===== src/rtl/dmach_pkg.sv =====
package dmach_pkg;

    typedef enum logic [2:0] {
        S_IDLE,
        S_WAIT,
        S_RD_REQ,
        S_RD_WAIT,
        S_WR_REQ
    } ch_state_e;

    // size code 3 is treated as word
    function automatic logic [1:0] eff_shift(input logic [1:0] sz);
        return (sz == 2'd3) ? 2'd2 : sz;
    endfunction

endpackage


===== src/rtl/dmach_addr.sv =====
module dmach_addr #(
    parameter int ADDR_W = 32
) (
    input  logic              clk,
    input  logic              rst_n,
    input  logic              load,
    input  logic [ADDR_W-1:0] base,
    input  logic              inc_en,
    input  logic [1:0]        shift,
    input  logic              advance,
    output logic [ADDR_W-1:0] addr
);

    logic inc_q;

    always_ff @(posedge clk or negedge rst_n) begin
        if (!rst_n) begin
            addr  <= '0;
            inc_q <= 1'b0;
        end else if (load) begin
            addr  <= base;
            inc_q <= inc_en;
        end else if (advance && inc_q) begin
            addr <= addr + (ADDR_W'(1) << shift);   // wraps modulo 2^ADDR_W
        end
    end

    // a fixed address never moves between loads
    p_fixed_addr_r6: assert property (@(posedge clk) disable iff (!rst_n)
        (!load && !inc_q) |=> $stable(addr));

endmodule


===== src/rtl/dmach_count.sv =====
module dmach_count #(
    parameter int CNT_W = 10
) (
    input  logic             clk,
    input  logic             rst_n,
    input  logic             load,
    input  logic [CNT_W-1:0] value,
    input  logic             dec,
    output logic             zero
);

    logic [CNT_W-1:0] cnt;

    always_ff @(posedge clk or negedge rst_n) begin
        if (!rst_n)
            cnt <= '0;
        else if (load)
            cnt <= value;
        else if (dec && (cnt != '0))
            cnt <= cnt - 1'b1;
    end

    assign zero = (cnt == '0);

    // a zero count rests at zero instead of wrapping
    p_cnt_floor_r7: assert property (@(posedge clk) disable iff (!rst_n)
        (!load && zero) |=> zero);

    // without a reload the count never grows
    p_cnt_down_r2: assert property (@(posedge clk) disable iff (!rst_n)
        (!load) |=> (cnt <= $past(cnt)));

endmodule


===== src/rtl/dmach_fsm.sv =====
module dmach_fsm
    import dmach_pkg::*;
(
    input  logic clk,
    input  logic rst_n,
    input  logic ctl_we,
    input  logic ctl_en,
    input  logic ctl_cont,
    input  logic dreq,
    input  logic bus_ready,
    input  logic bus_rvalid,
    input  logic cnt_zero,
    output logic cfg_load,
    output logic cnt_reload,
    output logic item_done,
    output logic capture,
    output logic bus_valid,
    output logic bus_we,
    output logic busy,
    output logic done
);

    ch_state_e state;
    logic      cont_q;
    logic      stop_q;
    logic      done_q;

    // state register and transitions
    always_ff @(posedge clk or negedge rst_n) begin
        if (!rst_n) begin
            state  <= S_IDLE;
            cont_q <= 1'b0;
            stop_q <= 1'b0;
            done_q <= 1'b0;
        end else begin
            done_q <= 1'b0;
            if (state != S_IDLE && ctl_we && !ctl_en)
                stop_q <= 1'b1;
            unique case (state)
                S_IDLE: begin
                    if (ctl_we && ctl_en) begin
                        state  <= S_WAIT;
                        cont_q <= ctl_cont;
                        stop_q <= 1'b0;
                    end
                end
                S_WAIT: begin
                    if (stop_q)
                        state <= S_IDLE;
                    else if (dreq)
                        state <= S_RD_REQ;
                end
                S_RD_REQ: begin
                    if (bus_ready)
                        state <= S_RD_WAIT;
                end
                S_RD_WAIT: begin
                    if (bus_rvalid)
                        state <= S_WR_REQ;
                end
                S_WR_REQ: begin
                    if (bus_ready) begin
                        if (cnt_zero && !cont_q) begin
                            state  <= S_IDLE;
                            done_q <= 1'b1;
                        end else begin
                            state <= S_WAIT;
                        end
                    end
                end
                default: state <= S_IDLE;
            endcase
        end
    end

    // outputs
    always_comb begin
        cfg_load   = (state == S_IDLE) && ctl_we && ctl_en;
        cnt_reload = (state != S_IDLE) && ctl_we && ctl_en;
        bus_valid  = (state == S_RD_REQ) || (state == S_WR_REQ);
        bus_we     = (state == S_WR_REQ);
        capture    = (state == S_RD_WAIT) && bus_rvalid;
        item_done  = (state == S_WR_REQ) && bus_ready;
        busy       = (state != S_IDLE);
        done       = done_q;
    end

    p_done_pulse_r2: assert property (@(posedge clk) disable iff (!rst_n)
        done |=> !done);

    p_pace_r3: assert property (@(posedge clk) disable iff (!rst_n)
        (state == S_WAIT && !dreq) |=> !bus_valid);

    p_hold_r11: assert property (@(posedge clk) disable iff (!rst_n)
        (bus_valid && !bus_ready) |=> (bus_valid && $stable(bus_we)));

    p_stop_nodone_r8: assert property (@(posedge clk) disable iff (!rst_n)
        (state == S_WAIT && stop_q) |=> (!done && !busy));

    p_cont_nodone_r7: assert property (@(posedge clk) disable iff (!rst_n)
        (busy && cont_q) |=> !done);

endmodule


===== src/rtl/dmach_top.sv =====
module dmach_top
    import dmach_pkg::*;
#(
    parameter int ADDR_W = 32,
    parameter int DATA_W = 32,
    parameter int CNT_W  = 10
) (
    input  logic              clk,
    input  logic              rst_n,
    input  logic              ctl_we,
    input  logic              ctl_en,
    input  logic              ctl_cont,
    input  logic              ctl_src_inc,
    input  logic              ctl_dst_inc,
    input  logic [1:0]        ctl_size,
    input  logic [CNT_W-1:0]  ctl_count,
    input  logic [ADDR_W-1:0] src_base,
    input  logic [ADDR_W-1:0] dst_base,
    input  logic              dma_req,
    output logic              bus_valid,
    output logic              bus_we,
    output logic [ADDR_W-1:0] bus_addr,
    output logic [1:0]        bus_size,
    output logic [DATA_W-1:0] bus_wdata,
    input  logic              bus_ready,
    input  logic              bus_rvalid,
    input  logic [DATA_W-1:0] bus_rdata,
    output logic              busy,
    output logic              xfer_done
);

    localparam int SIDES = 2;   // 0 source, 1 destination

    logic              cfg_load, cnt_reload, item_done, capture, cnt_zero;
    logic [1:0]        size_q;
    logic [DATA_W-1:0] data_q;
    logic [ADDR_W-1:0] side_addr [SIDES];

    dmach_fsm u_fsm (
        .clk        (clk),
        .rst_n      (rst_n),
        .ctl_we     (ctl_we),
        .ctl_en     (ctl_en),
        .ctl_cont   (ctl_cont),
        .dreq       (dma_req),
        .bus_ready  (bus_ready),
        .bus_rvalid (bus_rvalid),
        .cnt_zero   (cnt_zero),
        .cfg_load   (cfg_load),
        .cnt_reload (cnt_reload),
        .item_done  (item_done),
        .capture    (capture),
        .bus_valid  (bus_valid),
        .bus_we     (bus_we),
        .busy       (busy),
        .done       (xfer_done)
    );

    dmach_count #(.CNT_W(CNT_W)) u_count (
        .clk   (clk),
        .rst_n (rst_n),
        .load  (cfg_load || cnt_reload),
        .value (ctl_count),
        .dec   (item_done),
        .zero  (cnt_zero)
    );

    for (genvar g = 0; g < SIDES; g++) begin : g_side
        dmach_addr #(.ADDR_W(ADDR_W)) u_addr (
            .clk     (clk),
            .rst_n   (rst_n),
            .load    (cfg_load),
            .base    ((g == 0) ? src_base : dst_base),
            .inc_en  ((g == 0) ? ctl_src_inc : ctl_dst_inc),
            .shift   (eff_shift(size_q)),
            .advance (item_done),
            .addr    (side_addr[g])
        );
    end

    always_ff @(posedge clk or negedge rst_n) begin
        if (!rst_n) begin
            size_q <= 2'd0;
            data_q <= '0;
        end else begin
            if (cfg_load)
                size_q <= ctl_size;
            if (capture)
                data_q <= bus_rdata;
        end
    end

    assign bus_addr  = bus_we ? side_addr[1] : side_addr[0];
    assign bus_size  = size_q;
    assign bus_wdata = data_q;

    p_addr_hold_r11: assert property (@(posedge clk) disable iff (!rst_n)
        (bus_valid && !bus_ready) |=> ($stable(bus_addr) && $stable(bus_wdata)));

endmodule


===== config.mk =====
export PLATFORM = sky130hd
export DESIGN_NAME = dmach_top
export DESIGN_NICKNAME = d
export VERILOG_FILES = /design/src/rtl/dmach_pkg.sv /design/src/rtl/dmach_addr.sv /design/src/rtl/dmach_count.sv /design/src/rtl/dmach_fsm.sv /design/src/rtl/dmach_top.sv
export SDC_FILE = /design/constraint.sdc
export NUM_CORES = 1
export LEC_CHECK = 0
export BUFFER_PORTS_ARGS = -buffer_cell sky130_fd_sc_hd__buf_2
export CELL_PAD_IN_SITES_DETAIL_PLACEMENT = 2
export CELL_PAD_IN_SITES_GLOBAL_PLACEMENT = 2
export CORE_ASPECT_RATIO = 1.25
export CORE_UTILIZATION = 32
export DETAILED_ROUTE_END_ITERATION = 10
export PLACE_DENSITY = 0.93
export SLEW_MARGIN = 10
export SYNTH_ARGS = -nofsm -noshare
export SYNTH_HDL_FRONTEND = slang
export SYNTH_SLANG_ARGS = --single-unit

===== constraint.sdc =====
create_clock -name clk -period 3.2 [get_ports clk]
set_input_delay 0.48 -clock clk [delete_from_list [all_inputs] [get_ports clk]]
set_output_delay 0.48 -clock clk [all_outputs]
set_load 0.02 [all_outputs]

==> After elaboration in Yosys (flattened, before gate mapping) <==
Cells that the tools add are included.
{ "word_totals": {"reg_bits": 116, "latch_bits": 0, "ram_bits": 0, "rom_bits": 0, "inputBits": 118, "out_inout_bits": 70, "word_cells": 72, "mem_count": 0} }
{ "classes": {"addsub": 3, "n_mul": 0, "n_div": 0, "magnitude_cmp": 0, "n_eq_ne": 10, "shift": 1, "n_mux": 22, "bitwise": 0, "n_reduce_logical": 25} }
{ "op_table": {"columns": ["cell", "n"], "rows": [
  ["$mux 32", 5],
  ["$add 32x32->32", 2],
  ["$shl 1x2->32 const A", 1],
  ["$mux 10", 2],
  ["$mux 3", 6],
  ["$pmux 3 s5", 1],
  ["$logic_and 1x1->1", 12],
  ["$logic_not 10->1", 1],
  ["$reduce_bool 10->1", 1],
  ["$sub 10x1->10 const B", 1],
  ["$mux 1", 7],
  ["$eq 3x2->1 const B", 2],
  ["$reduce_bool 2->1", 3],
  ["$reduce_and 5->1", 1],
  ["$ne 2x1->1 const B", 2],
  ["$ne 2x2->1 const B", 2],
  ["$eq 3x1->1 const B", 1],
  ["$eq 3x3->1 const B", 1],
  ["$logic_not 3->1", 1],
  ["$ne 3x2->1 const B", 1],
  ["$reduce_bool 3->1", 1],
  ["$eq 2x2->1 const B", 1],
  ["$logic_not 1->1", 2],
  ["$logic_or 1x1->1", 2],
  ["other kinds (2)", 2]
]} }

==> Depth between registers and ports, before layout <==
Gate-level depths: netlist (run 1).
{ "depth": {"depth_word": 6, "ltp_mapped": 11, "mapped_depth_nobuf": 9} }

==> Hierarchy <==
Synthesis (run 1) repeated with hierarchy kept, for this count alone.
{ "hier_totals": {"cells_unflattened": 681, "hier_area_um2": 7045.5} }
{ "by_module_without_submodules": {"columns": ["module", "n_inst", "cells_per_inst", "area_per_inst_um2", "seq_area_each_um2"], "rows": [
  ["dmach_addr", 2, 232, 2040.7, 825.8],
  ["dmach_top", 1, 111, 1978.1, 850.8],
  ["dmach_count", 1, 67, 621.8, 250.2],
  ["dmach_fsm", 1, 39, 364.1, 150.1]
]} }

==> Worst setup path after synthesis (run 1) <==
Ideal clock, no wire load.
{ "synth_timing": {"path_type": "register to register", "start": "reg size_q[1] (netlist: bus_size[1])", "end": "reg g_side[0].u_addr.addr[31]", "setup_time_ps": 87, "arrival_ps": 2756, "t_required_ps": 3113, "slack_ps": 357, "path_stages_with_launch": 11, "path_buffers": 2, "synth_period_minus_slack_ps": 2843, "path_cell_list": "dfrtp_1 -> buf_1 -> nand2b_1 -> inv_1 -> ha_1 -> a211o_1 -> a31oi_1 -> clkbuf_1 -> a21oi_1 -> a31o_2 -> o211ai_1"} }
{ "synth_via": {"elab_chain_len": 6} }
{ "synth_rtl": {"columns": ["item", "line_no", "rtl"], "rows": [
  ["start, declared", "dmach_top.sv:35", "logic [1:0] size_q;"],
  ["start signal, assigned", "dmach_top.sv:87", "size_q <= ctl_size;"],
  ["$eq 2x2->1", "dmach_pkg.sv:13", "return (sz == 2'd3) ? 2'd2 : sz;"],
  ["$mux 2 (*)", "dmach_pkg.sv:13", null],
  ["$shl 1x2->32 (*)", "dmach_addr.sv:24", "addr <= addr + (ADDR_W'(1) << shift);"],
  ["$add 32x32->32 (*)", "dmach_addr.sv:24", null],
  ["$mux 32 (*)", "dmach_addr.sv:23", "end else if (advance && inc_q) begin"],
  ["$mux 32 (*)", "dmach_addr.sv:20", "end else if (load) begin"],
  ["end signal, assigned", "dmach_addr.sv:21", "addr <= base;"],
  ["end signal, assigned", "dmach_addr.sv:24", null],
  ["end, declared", "dmach_addr.sv:11", "output logic [ADDR_W-1:0] addr"]
]} }
Mark *: on every way between the ends. The rest lies on a longest branch, timed or not. The select of a mux whose other input is x is not followed.
A chain may end at the register's enable or synchronous reset.

==> Worst setup path after layout (run 1) <==
{ "layout_timing": {"start": "reg size_q[1] (netlist: bus_size[1])", "end": "reg g_side[1].u_addr.addr[18]"} }
{ "layout_via": {"elab_chain_len": 6} }
{ "layout_rtl": {"columns": ["item", "line_no"], "rows": [
  ["$eq 2x2->1", "dmach_pkg.sv:13"],
  ["$mux 2 (*)", "dmach_pkg.sv:13"],
  ["$shl 1x2->32 (*)", "dmach_addr.sv:24"],
  ["$add 32x32->32 (*)", "dmach_addr.sv:24"],
  ["$mux 32 (*)", "dmach_addr.sv:23"],
  ["$mux 32 (*)", "dmach_addr.sv:20"],
  ["end signal, assigned", "dmach_addr.sv:21"],
  ["end signal, assigned", "dmach_addr.sv:24"],
  ["end, declared", "dmach_addr.sv:11"]
]} }
Marked as above.

==> run_results.csv, run 1 <==
group,metric,value,unit
placed_design,place_ws,0.153,ns
finish,nFillCells,2205,
finish,final_common_cell,"buf_2",
hold_path,hold_path_class,"input port to async pin",
cts,cts_hold_buf,0,
finish,final_area,0.00848,mm^2
drt,num_vias,6124,
die,row_count,58,
setup_path,criticalPathCategory,"flop to flop",
die,die_w,130,um
grt,grt_pass1_vias,6833,
grt,grt_pass1_wl,38.4,mm
sta,worst_pin_slew,0.941,ns
drt,routed_wl,24.7,mm
cts,clk_latency,0.42,ns
finish,multi_input_area,0.00350,mm^2
die,die_h,162,um
synth,synth-seq-cells,116,
die,start_util,32.7,%
placed_design,port-buffer-count,187,
sta,relSlewSlack,37.3,%
die,core,0.0201,mm^2
cts,clockBufferDepth,2,
grt,antenna_found_initial,4,
setup_path,cp_max_fo,8,
synth,synth_edf_count,0,
cts,cts-buffers-inserted,17,
drt,drc,0,
synth,synth_cell_types,57,
power_and_ir_drop,p_leak,3.61,nW
finish,nets,989,
synth,yosysSeqAreaShare,44.1,%
sta,timing.fmax,0.345,GHz
sta,rsz0062_at_grt,"false",
finish,mostFrequentLayoutCells,"buf_2 (186), dfrtp_1 (116), nand2_1 (87)",
outcome,status,"complete, no violations",
synth,yosysWarnings,0,
grt,grt-ovfl-total,0,
placed_design,hpwl,17.6,mm
sta,final-max-slew-violation-count,0,
drt,vias_per_cell,5.33,
synth,synth-async-reset-ratio,100,%
sta,finalSetupViolCount,0,
sta,hold_viol_final,0,
drt,ant_nets,0,
cts,cts-root-buf,"clkbuf_16",
cts,clk_pin_slew,0.06,ns
setup_path,critical_path_required,3.55,ns
setup_path,rrSetupSlack,0.30,ns
sta,layout_setup_ws,0.299,ns
synth,syn_area_per_cell,9.68,um^2
cts,htree_levels,4,
finish,areaGrowthSynthToFinish,29.0,%
setup_path,crit_arrival,3.25,ns
sta,fin_skew,0.00915,ns
placed_design,gp_congestion,0.793,
sta,totalNegativeSetupSlack,0,ns
synth,netlist_area,0.00658,mm^2
synth,synth_ff_type,"dfrtp_1",
sta,fin_crit_sh,90.7,%
setup_path,critPathLaunchType,"flop",
die,die_area,0.0211,mm^2
drt,wl_per_cell,21.5,um
drt,dr.pass1.iters,4,
grt,track_usage,24.4,%
cts,cts_tree,"built",
finish,regArea,0.00290,mm^2
die,io_pins,188,
power_and_ir_drop,power_density,984,mW/mm^2
grt,grt_max_degree,68,
setup_path,endpoint_kind,"flop",
drt,drt_iter0_markers,213,
job,drv_cap,0,
placed_design,dpl_cell_area,0.00787,mm^2
finish,drive_gt1_share,36.2,%
synth,netlist_instances,679,
power_and_ir_drop,vdd_drop_max,0.387,mV
cts,clkSinkCount,116,
sta,fin_crit,2.90,ns
[critical path: stages (launching register included)]
cell,delay [ns]
dfrtp_1,0.43
nor2_1,0.17
ha_1,0.22
inv_1,0.07
fa_1,0.44
nand2b_1,0.14
a311oi_2,0.24
nor4b_2,0.54
or3b_1,0.40
a31oi_1,0.17
[logic make-up after synthesis]
family / share of synthesized area [%]
other: 0.0570
adders and majority gates: 2.28
muxes: 10.9
DFF: 44.1
xor gates and xnor gates: 8.13
AOI/OAI and AO/OA: 11.3
buffers and inverters: 3.31
and+or+nand+nor: 19.9
[Yosys cell counts, types with 2 or more instances]
library cell / instances / area, um^2
or2_2: 3 / 18.8
and2_1: 4 / 25.0
a31o_2: 3 / 26.3
xor2_1: 10 / 87.6
nor4_1: 18 / 113
a31oi_1: 8 / 50.1
a21oi_1: 32 / 160
nand3_1: 17 / 85.1
a2111oi_0: 3 / 26.3
nand2_1: 87 / 327
nor3_1: 12 / 60.1
or4_1: 3 / 22.5
nor4b_1: 5 / 43.8
nand2b_1: 3 / 18.8
fa_1: 2 / 40.0
nor3b_1: 2 / 15.0
dfrtp_1: 116 / 2900
mux2_2: 60 / 676
inv_1: 15 / 56.3
mux2i_1: 2 / 20.0
nor4b_2: 2 / 30.0
or3_1: 7 / 43.8
clkbuf_1: 35 / 131
a211oi_1: 4 / 30.0
o21ai_0: 48 / 240
xnor2_1: 51 / 447
a311oi_1: 5 / 43.8
and4_1: 7 / 61.3
buf_2: 3 / 15.0
and3b_1: 2 / 17.5
ha_1: 8 / 100
nor2_1: 49 / 184
nand4_1: 15 / 93.8
nand4b_1: 3 / 26.3
and3_1: 6 / 37.5
o21ai_1: 3 / 15.0
o211ai_1: 2 / 15.0
a2111oi_2: 5 / 75.1
[final timing paths]
| check | startpoint | endpoint | cells past startpoint |
|---|---|---|---|
| max | bus_size[1]$_DFFE_PN0P_ | g_side[1].u_addr.addr[18]$_DFFE_PN0P_ | 9 |
| min | rst_n | g_side[1].u_addr.addr[0]$_DFFE_PN0P_ | 1 |
| max reg2reg | bus_size[1]$_DFFE_PN0P_ | g_side[1].u_addr.addr[18]$_DFFE_PN0P_ | 9 |
| min reg2reg | bus_wdata[30]$_DFFE_PN0P_ | bus_wdata[30]$_DFFE_PN0P_ | 1 |
| max in group asynchronous | rst_n | g_side[0].u_addr.addr[23]$_DFFE_PN0P_ | 2 |
| min in group clk | ctl_dst_inc | g_side[1].u_addr.inc_q$_DFFE_PN0P_ | 3 |
[per-layer routing]
metal / vias up / track usage (%) / wire, um
met2: 153 / 43.4 / 13300
li1: 2797 / - / -
met1: 3111 / 28.2 / 9850
met4: 0 / 12.2 / 862
met5: - / 0 / 0
met3: 63 / 3.59 / 682
[cell type report]
| type | count | area share [%] |
|---|---|---|
| Sequential cell | 116 | 34.2 |
| Clock inverter | 12 | 1.55 |
| Multi-Input combinational cell | 509 | 41.3 |
| Clock buffer | 20 | 5.38 |
| Inverter | 15 | 0.664 |
| Antenna cell | 4 | 0.118 |
| Tap cell | 270 | 3.98 |
| Timing Repair Buffer | 202 | 12.8 |
[sequential cells by signal (all words and copies together), names as in the netlist]
name                 cells
g_side.u_addr.addr      64
bus_size                 2
u_fsm.state              3
bus_wdata               32
u_count.cnt             10
u_fsm.done               1
u_fsm.stop_q             1
u_fsm.cont_q             1
g_side.u_addr.inc_q      2
[through the flow]
step	utilization [%]	cells	hold WS [ns]	power (mW)
floorplan	-	680	0.184	4.95
global placement	39.2	1112	0.482	6.12
detailed placement	39.2	1112	0.492	6.37
CTS	42.1	1144	0.226	8.40
global route	42.2	1148	0.263	8.81
finish	42.2	1148	0.191	8.35
[power breakdown]
| group | switching, mW | leakage (nW) | internal (mW) | total [mW] |
|---|---|---|---|---|
| combinational | 2.05 | 1.95 | 1.41 | 3.46 |
| sequential | 0.844 | 1.39 | 2.14 | 2.98 |
| clock | 0.730 | 0.266 | 1.18 | 1.91 |
| total | 3.62 | 3.61 | 4.73 | 8.35 |
[repair_timing]
| item | 4_1_cts | 5_1_grt |
|---|---|---|
| hold endpoints to repair | 0 | 0 |
| buffers inserted | 0 | 0 |
| gates resized for setup | 0 | 1 |
| setup endpoints to repair | 0 | 3 |
Power figures use the tool's default switching activity.
==> run 2: changes to the inputs <==
--- a/config.mk
+++ b/config.mk
@@ -5,13 +5,14 @@
 export SDC_FILE = /design/constraint.sdc
 export NUM_CORES = 1
 export LEC_CHECK = 0
+export ABC_AREA = 1
 export BUFFER_PORTS_ARGS = -buffer_cell sky130_fd_sc_hd__buf_2
 export CELL_PAD_IN_SITES_DETAIL_PLACEMENT = 2
 export CELL_PAD_IN_SITES_GLOBAL_PLACEMENT = 2
 export CORE_ASPECT_RATIO = 1.25
-export CORE_UTILIZATION = 32
+export CORE_UTILIZATION = 30
 export DETAILED_ROUTE_END_ITERATION = 10
-export PLACE_DENSITY = 0.93
+export PLACE_DENSITY = 0.94
 export SLEW_MARGIN = 10
 export SYNTH_ARGS = -nofsm -noshare
 export SYNTH_HDL_FRONTEND = slang
==> run_results.csv, run 2 <==
group,metric,value,unit
job,drv_cap,0,
sta,finalSetupViolCount,0,
synth,synthSimpleGateAreaFrac,34.9,%
synth,syn_area_per_cell,6.83,um^2
sta,timing.fmax,0.353,GHz
cts,cts-root-buf,"clkbuf_16",
cts,clkSinkCount,116,
synth,yosysWarnings,0,
power_and_ir_drop,seq_power_share,31.4,%
setup_path,endpoint_kind,"primary output",
die,row_count,66,
setup_path,reg2reg_depth,13,
die,die_h,185,um
synth,synthXorXnorAreaFrac,0.979,%
sta,fin_crit,2.83,ns
sta,fin_skew,0.0105,ns
finish,final_common_cell,"nand2_1",
synth,synthAdderAreaFrac,1.74,%
synth,yosysMostFrequentCell,"nand2_1",
drt,num_vias,9209,
power_and_ir_drop,power_density,974,mW/mm^2
sta,relSlewSlack,40.5,%
finish,nFillCells,3132,
sta,final-max-slew-violation-count,0,
cts,cts_hold_buf,0,
placed_design,gp_congestion,0.897,
synth,synth_edf_count,0,
cts,clk_pin_slew,0.06,ns
synth,yosysSeqAreaShare,36.1,%
finish,nets,1482,
drt,routed_wl,39.1,mm
placed_design,dpl_cell_area,0.00928,mm^2
cts,cts_tree,"built",
sta,worst_pin_slew,0.887,ns
placed_design,hpwl,27.0,mm
sta,rsz0062_at_grt,"false",
setup_path,cp_max_fo,52,
cts,cts_setup_buffers,0,
drt,vias_per_cell,5.39,
synth,synth-seq-cells,116,
power_and_ir_drop,swShare,52.0,%
setup_path,r2r_start,"bus_size[1]$_DFFE_PN0P_",
finish,mostFrequentLayoutCells,"nand2_1 (372), buf_2 (186), inv_1 (136)",
synth,synth_compound_area_share,12.4,%
sta,fin_crit_sh,88.6,%
power_and_ir_drop,combPwrFrac,48.7,%
grt,antenna_found_initial,4,
grt,grt_pass1_vias,10510,
finish,fin_cells,1710,
synth,synth_area_leaders,"dfrtp_1 (36%), nand2_1 (17%), inv_1 (6.3%)",
power_and_ir_drop,p_leak,5.04,nW
finish,final_util,37.6,%
placed_design,place_inst,1675,
synth,synth_top_family_by_area,"simple AND/OR/NAND/NOR gates",
finish,areaGrowthSynthToFinish,22.2,%
synth,yosysTopAreaCell,"dfrtp_1",
setup_path,criticalPathCategory,"flop to primary output",
sta,hold_ws,0.0997,ns
drt,wl_per_cell,22.9,um
grt,track_usage,29.2,%
finish,drive_gt1_share,21.6,%
cts,cts.repair.resized,0,
cts,cts-buffers-inserted,17,
setup_path,endpoint,"bus_addr[8]",
die,die_w,148,um
sta,layout_setup_ws,0.366,ns
setup_path,crit_arrival,2.35,ns
synth,synth_cell_types,48,
die,die_area,0.0275,mm^2
synth,netlist_top_cells_count,"nand2_1 (372), inv_1 (136), dfrtp_1 (116)",
power_and_ir_drop,internal_power,4.59,mW
finish,final_area,0.00984,mm^2
cts,clk_latency,0.45,ns
sta,totalNegativeSetupSlack,0,ns
cts,htree_levels,4,
synth,synth_top_area_share,36.1,%
setup_path,r2r_end,"g_side[1].u_addr.addr[10]$_DFFE_PN0P_",
grt,grt_pass1_wl,60.2,mm
synth,netlist_instances,1179,
synth,netlist_area,0.00805,mm^2
synth,synth-async-reset-ratio,100,%
drt,drc,0,
cts,clockBufferDepth,2,
power_and_ir_drop,clockPowerShare,19.9,%
finish,largest_reg_flops,64,
grt,grt_max_degree,56,
setup_path,critical_path_required,2.72,ns
placed_design,port-buffer-count,187,
synth,synth_mux_area_share,4.48,%
sta,hold_viol_final,0,
die,start_util,30.7,%
outcome,status,"complete, no violations",
die,core,0.0262,mm^2
setup_path,rrSetupSlack,0.42,ns
drt,drt_iter0_markers,493,
power_and_ir_drop,vdd_drop_max,0.447,mV
synth,synth_ff_type,"dfrtp_1",
hold_path,hold_path_class,"input port to async pin",
setup_path,critPathLaunchType,"flop",
drt,ant_nets,0,
drt,dr.pass1.iters,5,
placed_design,place_ws,0.620,ns
power_and_ir_drop,switchingPower,4.98,mW
finish,regMostFlops,"g_side.u_addr.addr",
power_and_ir_drop,p_total,9.58,mW
setup_path,crit_start,"u_fsm.state[0]$_DFFE_PN0P_",
grt,grt-ovfl-total,0,
die,io_pins,188,
[run 2: power by group through the flow]
stage                     sequential (mW)  combinational (mW)  clock, mW
after detailed placement             2.94                4.43          0
after CTS                            2.98                4.66       1.93
final                                3.01                4.66       1.91
after global routing                 3.07                5.05       1.98
after floorplan                      2.88                2.72          0
after global placement               2.85                4.13          0
[run 2: routing by layer]
layer	GRT usage [%]	wire length, um	share of wire (%)
met1	31.3	14800	38
met2	52.5	20600	53
met3	5.17	1460	3.7
met4	18.8	2130	5.4
met5	0	11	0.028
[run 2: worst min-delay path by stage]
stage	from	end	cells after the start
6_report	rst_n	g_side[1].u_addr.addr[27]$_DFFE_PN0P_	1
5_1_grt	rst_n	g_side[1].u_addr.addr[27]$_DFFE_PN0P_	1
4_1_cts	rst_n	g_side[1].u_addr.addr[27]$_DFFE_PN0P_	1
3_5_place_dp	u_fsm.cont_q$_DFFE_PN0P_	u_fsm.cont_q$_DFFE_PN0P_	2
3_3_place_gp	u_fsm.cont_q$_DFFE_PN0P_	u_fsm.cont_q$_DFFE_PN0P_	2
2_1_floorplan	rst_n	bus_size[0]$_DFFE_PN0P_	0
[run 2: cell type report]
| class | instances | area, um^2 | share of cell area [%] |
|---|---|---|---|
| Antenna cell | 3 | 7.51 | 0.0763 |
| Clock buffer | 18 | 439 | 4.46 |
| Clock inverter | 14 | 115 | 1.17 |
| Inverter | 141 | 532 | 5.41 |
| Multi-Input combinational cell | 881 | 4390 | 44.6 |
| Sequential cell | 116 | 2900 | 29.5 |
| Tap cell | 340 | 425 | 4.32 |
| Timing Repair Buffer | 197 | 1030 | 10.4 |
[run 2: worst max-delay path, cell delays in order (launching register included)]
cell     delay [ns]
dfrtp_1        0.46
nor2_1         0.22
nand2_2        0.17
buf_4          0.30
o21ai_0        0.47
buf_2          0.26
[run 2: kinds of logic (layout without fill, tap and decap cells)]
group	after synthesis	count (layout)
simple gates	649	649
buf+inv	183	370
compound gates	179	179
flops	116	116
mux	32	32
fa+ha+maj	10	10
xor+xnor	9	9
other cells	1	5
==> run 3: changes to the inputs <==
--- a/config.mk
+++ b/config.mk
@@ -9,7 +9,7 @@
 export BUFFER_PORTS_ARGS = -buffer_cell sky130_fd_sc_hd__buf_2
 export CELL_PAD_IN_SITES_DETAIL_PLACEMENT = 2
 export CELL_PAD_IN_SITES_GLOBAL_PLACEMENT = 2
-export CORE_ASPECT_RATIO = 1.25
+export CORE_ASPECT_RATIO = 1.5
 export CORE_UTILIZATION = 30
 export DETAILED_ROUTE_END_ITERATION = 10
 export PLACE_DENSITY = 0.94
==> run_results.csv, run 3 (synthesis gave the netlist of run 2 again) <==
group,metric,value,unit
finish,areaGrowthSynthToFinish,23.1,%
setup_path,cp_max_fo,24,
setup_path,r2r_end,"g_side[1].u_addr.addr[16]$_DFFE_PN0P_",
setup_path,crit_start,"u_fsm.state[1]$_DFFE_PN0P_",
cts,htree_levels,4,
power_and_ir_drop,p_leak,5.06,nW
sta,hold_viol_final,0,
setup_path,slowest_stage,"inv_1",
sta,fin_skew,0.0150,ns
setup_path,cp_cell_sequence,"nor2_1 > nand2_2 > inv_1 > nand2_1 > o21ai_0 > buf_2",
finish,nets,1484,
drt,ant_nets,0,
setup_path,crit_arrival,2.59,ns
grt,grt_pass1_vias,11039,
die,start_util,30.5,%
die,core,0.0264,mm^2
finish,nFillCells,3110,
setup_path,critPathMaxStageDelay,0.57,ns
grt,busiest_layer,"met2",
grt,grt_util_met1,34.8,%
placed_design,port-buffer-count,187,
die,io_pins,188,
drt,num_vias,9667,
finish,drive_gt1_share,21.6,%
placed_design,hpwl,28.7,mm
cts,cts_hold_buf,0,
cts,cts.repair.resized,0,
drt,routed_wl,44.5,mm
drt,wl_per_cell,26.0,um
grt,grt-ovfl-total,0,
sta,timing.fmax,0.326,GHz
grt,antenna_found_initial,4,
placed_design,gp_congestion,0.862,
drt,dr.pass1.iters,5,
sta,relSlewSlack,32.1,%
sta,final-max-slew-violation-count,0,
die,row_count,73,
setup_path,endpoint,"bus_addr[5]",
cts,cts_tree,"built",
grt,grt_pass1_wl,67.1,mm
power_and_ir_drop,vdd_drop_max,0.501,mV
grt,use_met3,4.49,%
setup_path,critPathLaunchType,"flop",
setup_path,r2r_start,"bus_size[1]$_DFFE_PN0P_",
setup_path,criticalPathCategory,"flop to primary output",
drt,drc,0,
cts,clkSinkCount,116,
drt,drt_iter0_markers,754,
setup_path,endpoint_kind,"primary output",
grt,use_met2,58.8,%
job,drv_cap,0,
finish,regMostFlops,"g_side.u_addr.addr",
setup_path,reg2reg_depth,12,
drt,vias_per_cell,5.65,
die,die_area,0.0275,mm^2
sta,finalSetupViolCount,0,
grt,grt_max_degree,49,
cts,clk_latency,0.45,ns
setup_path,critical_path_required,2.72,ns
grt,track_usage,32.8,%
cts,cts_setup_buffers,0,
sta,fin_crit,3.07,ns
sta,fin_crit_sh,95.9,%
setup_path,rrSetupSlack,0.20,ns
finish,final_common_cell,"nand2_1",
power_and_ir_drop,p_total,10.1,mW
finish,mostFrequentLayoutCells,"nand2_1 (372), buf_2 (186), inv_1 (136)",
hold_path,hold_path_class,"input port to async pin",
cts,clockBufferDepth,2,
sta,totalNegativeSetupSlack,0,ns
cts,cts-buffers-inserted,17,
die,die_h,203,um
cts,cts-root-buf,"clkbuf_16",
cts,clk_pin_slew,0.06,ns
outcome,status,"complete, no violations",
sta,worst_pin_slew,1.01,ns
finish,largest_reg_flops,64,
die,die_w,136,um
power_and_ir_drop,power_density,1020,mW/mm^2
[run 3: cell count changes in the layout (fill, tap and decap cells not counted), sizes merged]
cell / change
buf: +2
bufinv: +2
clkbuf: +2
clkinvlp: +3
diode: +2
inv: -8
[run 3: cell type report]
class	count	area (um^2)	share of cell area [%]
Clock buffer	20	467	4.71
Antenna cell	5	12.5	0.126
Tap cell	337	422	4.26
Clock inverter	11	129	1.30
Timing Repair Buffer	199	1050	10.6
Sequential cell	116	2900	29.3
Inverter	141	532	5.37
Multi-Input combinational cell	881	4390	44.3
[run 3: how the worst min path moves through the flow]
stage               depth (start not counted)  slack, ns                   endpoint                     start
floorplan                                   0       0.18    bus_size[0]$_DFFE_PN0P_                     rst_n
global placement                            2       0.45   u_fsm.cont_q$_DFFE_PN0P_  u_fsm.cont_q$_DFFE_PN0P_
detailed placement                          2       0.48   u_fsm.cont_q$_DFFE_PN0P_  u_fsm.cont_q$_DFFE_PN0P_
CTS                                         1       0.05  bus_wdata[24]$_DFFE_PN0P_                     rst_n
global route                                1       0.06  bus_wdata[24]$_DFFE_PN0P_                     rst_n
finish                                      1       0.04  bus_wdata[24]$_DFFE_PN0P_                     rst_n
[run 3: worst max-delay path, delay by kind of cell, from the launching register on]
family,cells,cell delay (ns)
simple gates,3,0.74
flops,1,0.48
compound gates,1,0.10
buf+inv,2,0.81
[run 3: metrics by stage]
step	utilization (%)	cell area (um^2)	std cells	setup WS, ns	hold slack [ns]
finish	37.5	9910	1710	0.132	0.0356
global route	37.5	9910	1709	-0.0000435	0.0643
CTS	37.5	9900	1705	0.175	0.0488
detailed placement	35.2	9300	1674	0.463	0.480
global placement	35.2	9300	1674	0.722	0.451
floorplan	-	8050	1180	0.993	0.184
[run 3: metal layers]
metal  up-vias  wire length, um
met5         -                0
met4         0             3130
li1       4169                -
met2       401            23300
met3       181             1710
met1      4916            16400
[run 3: where the power goes]
group	switching, mW	internal (mW)	total, mW
sequential	0.982	2.11	3.10
combinational	3.47	1.46	4.93
clock	0.845	1.21	2.05
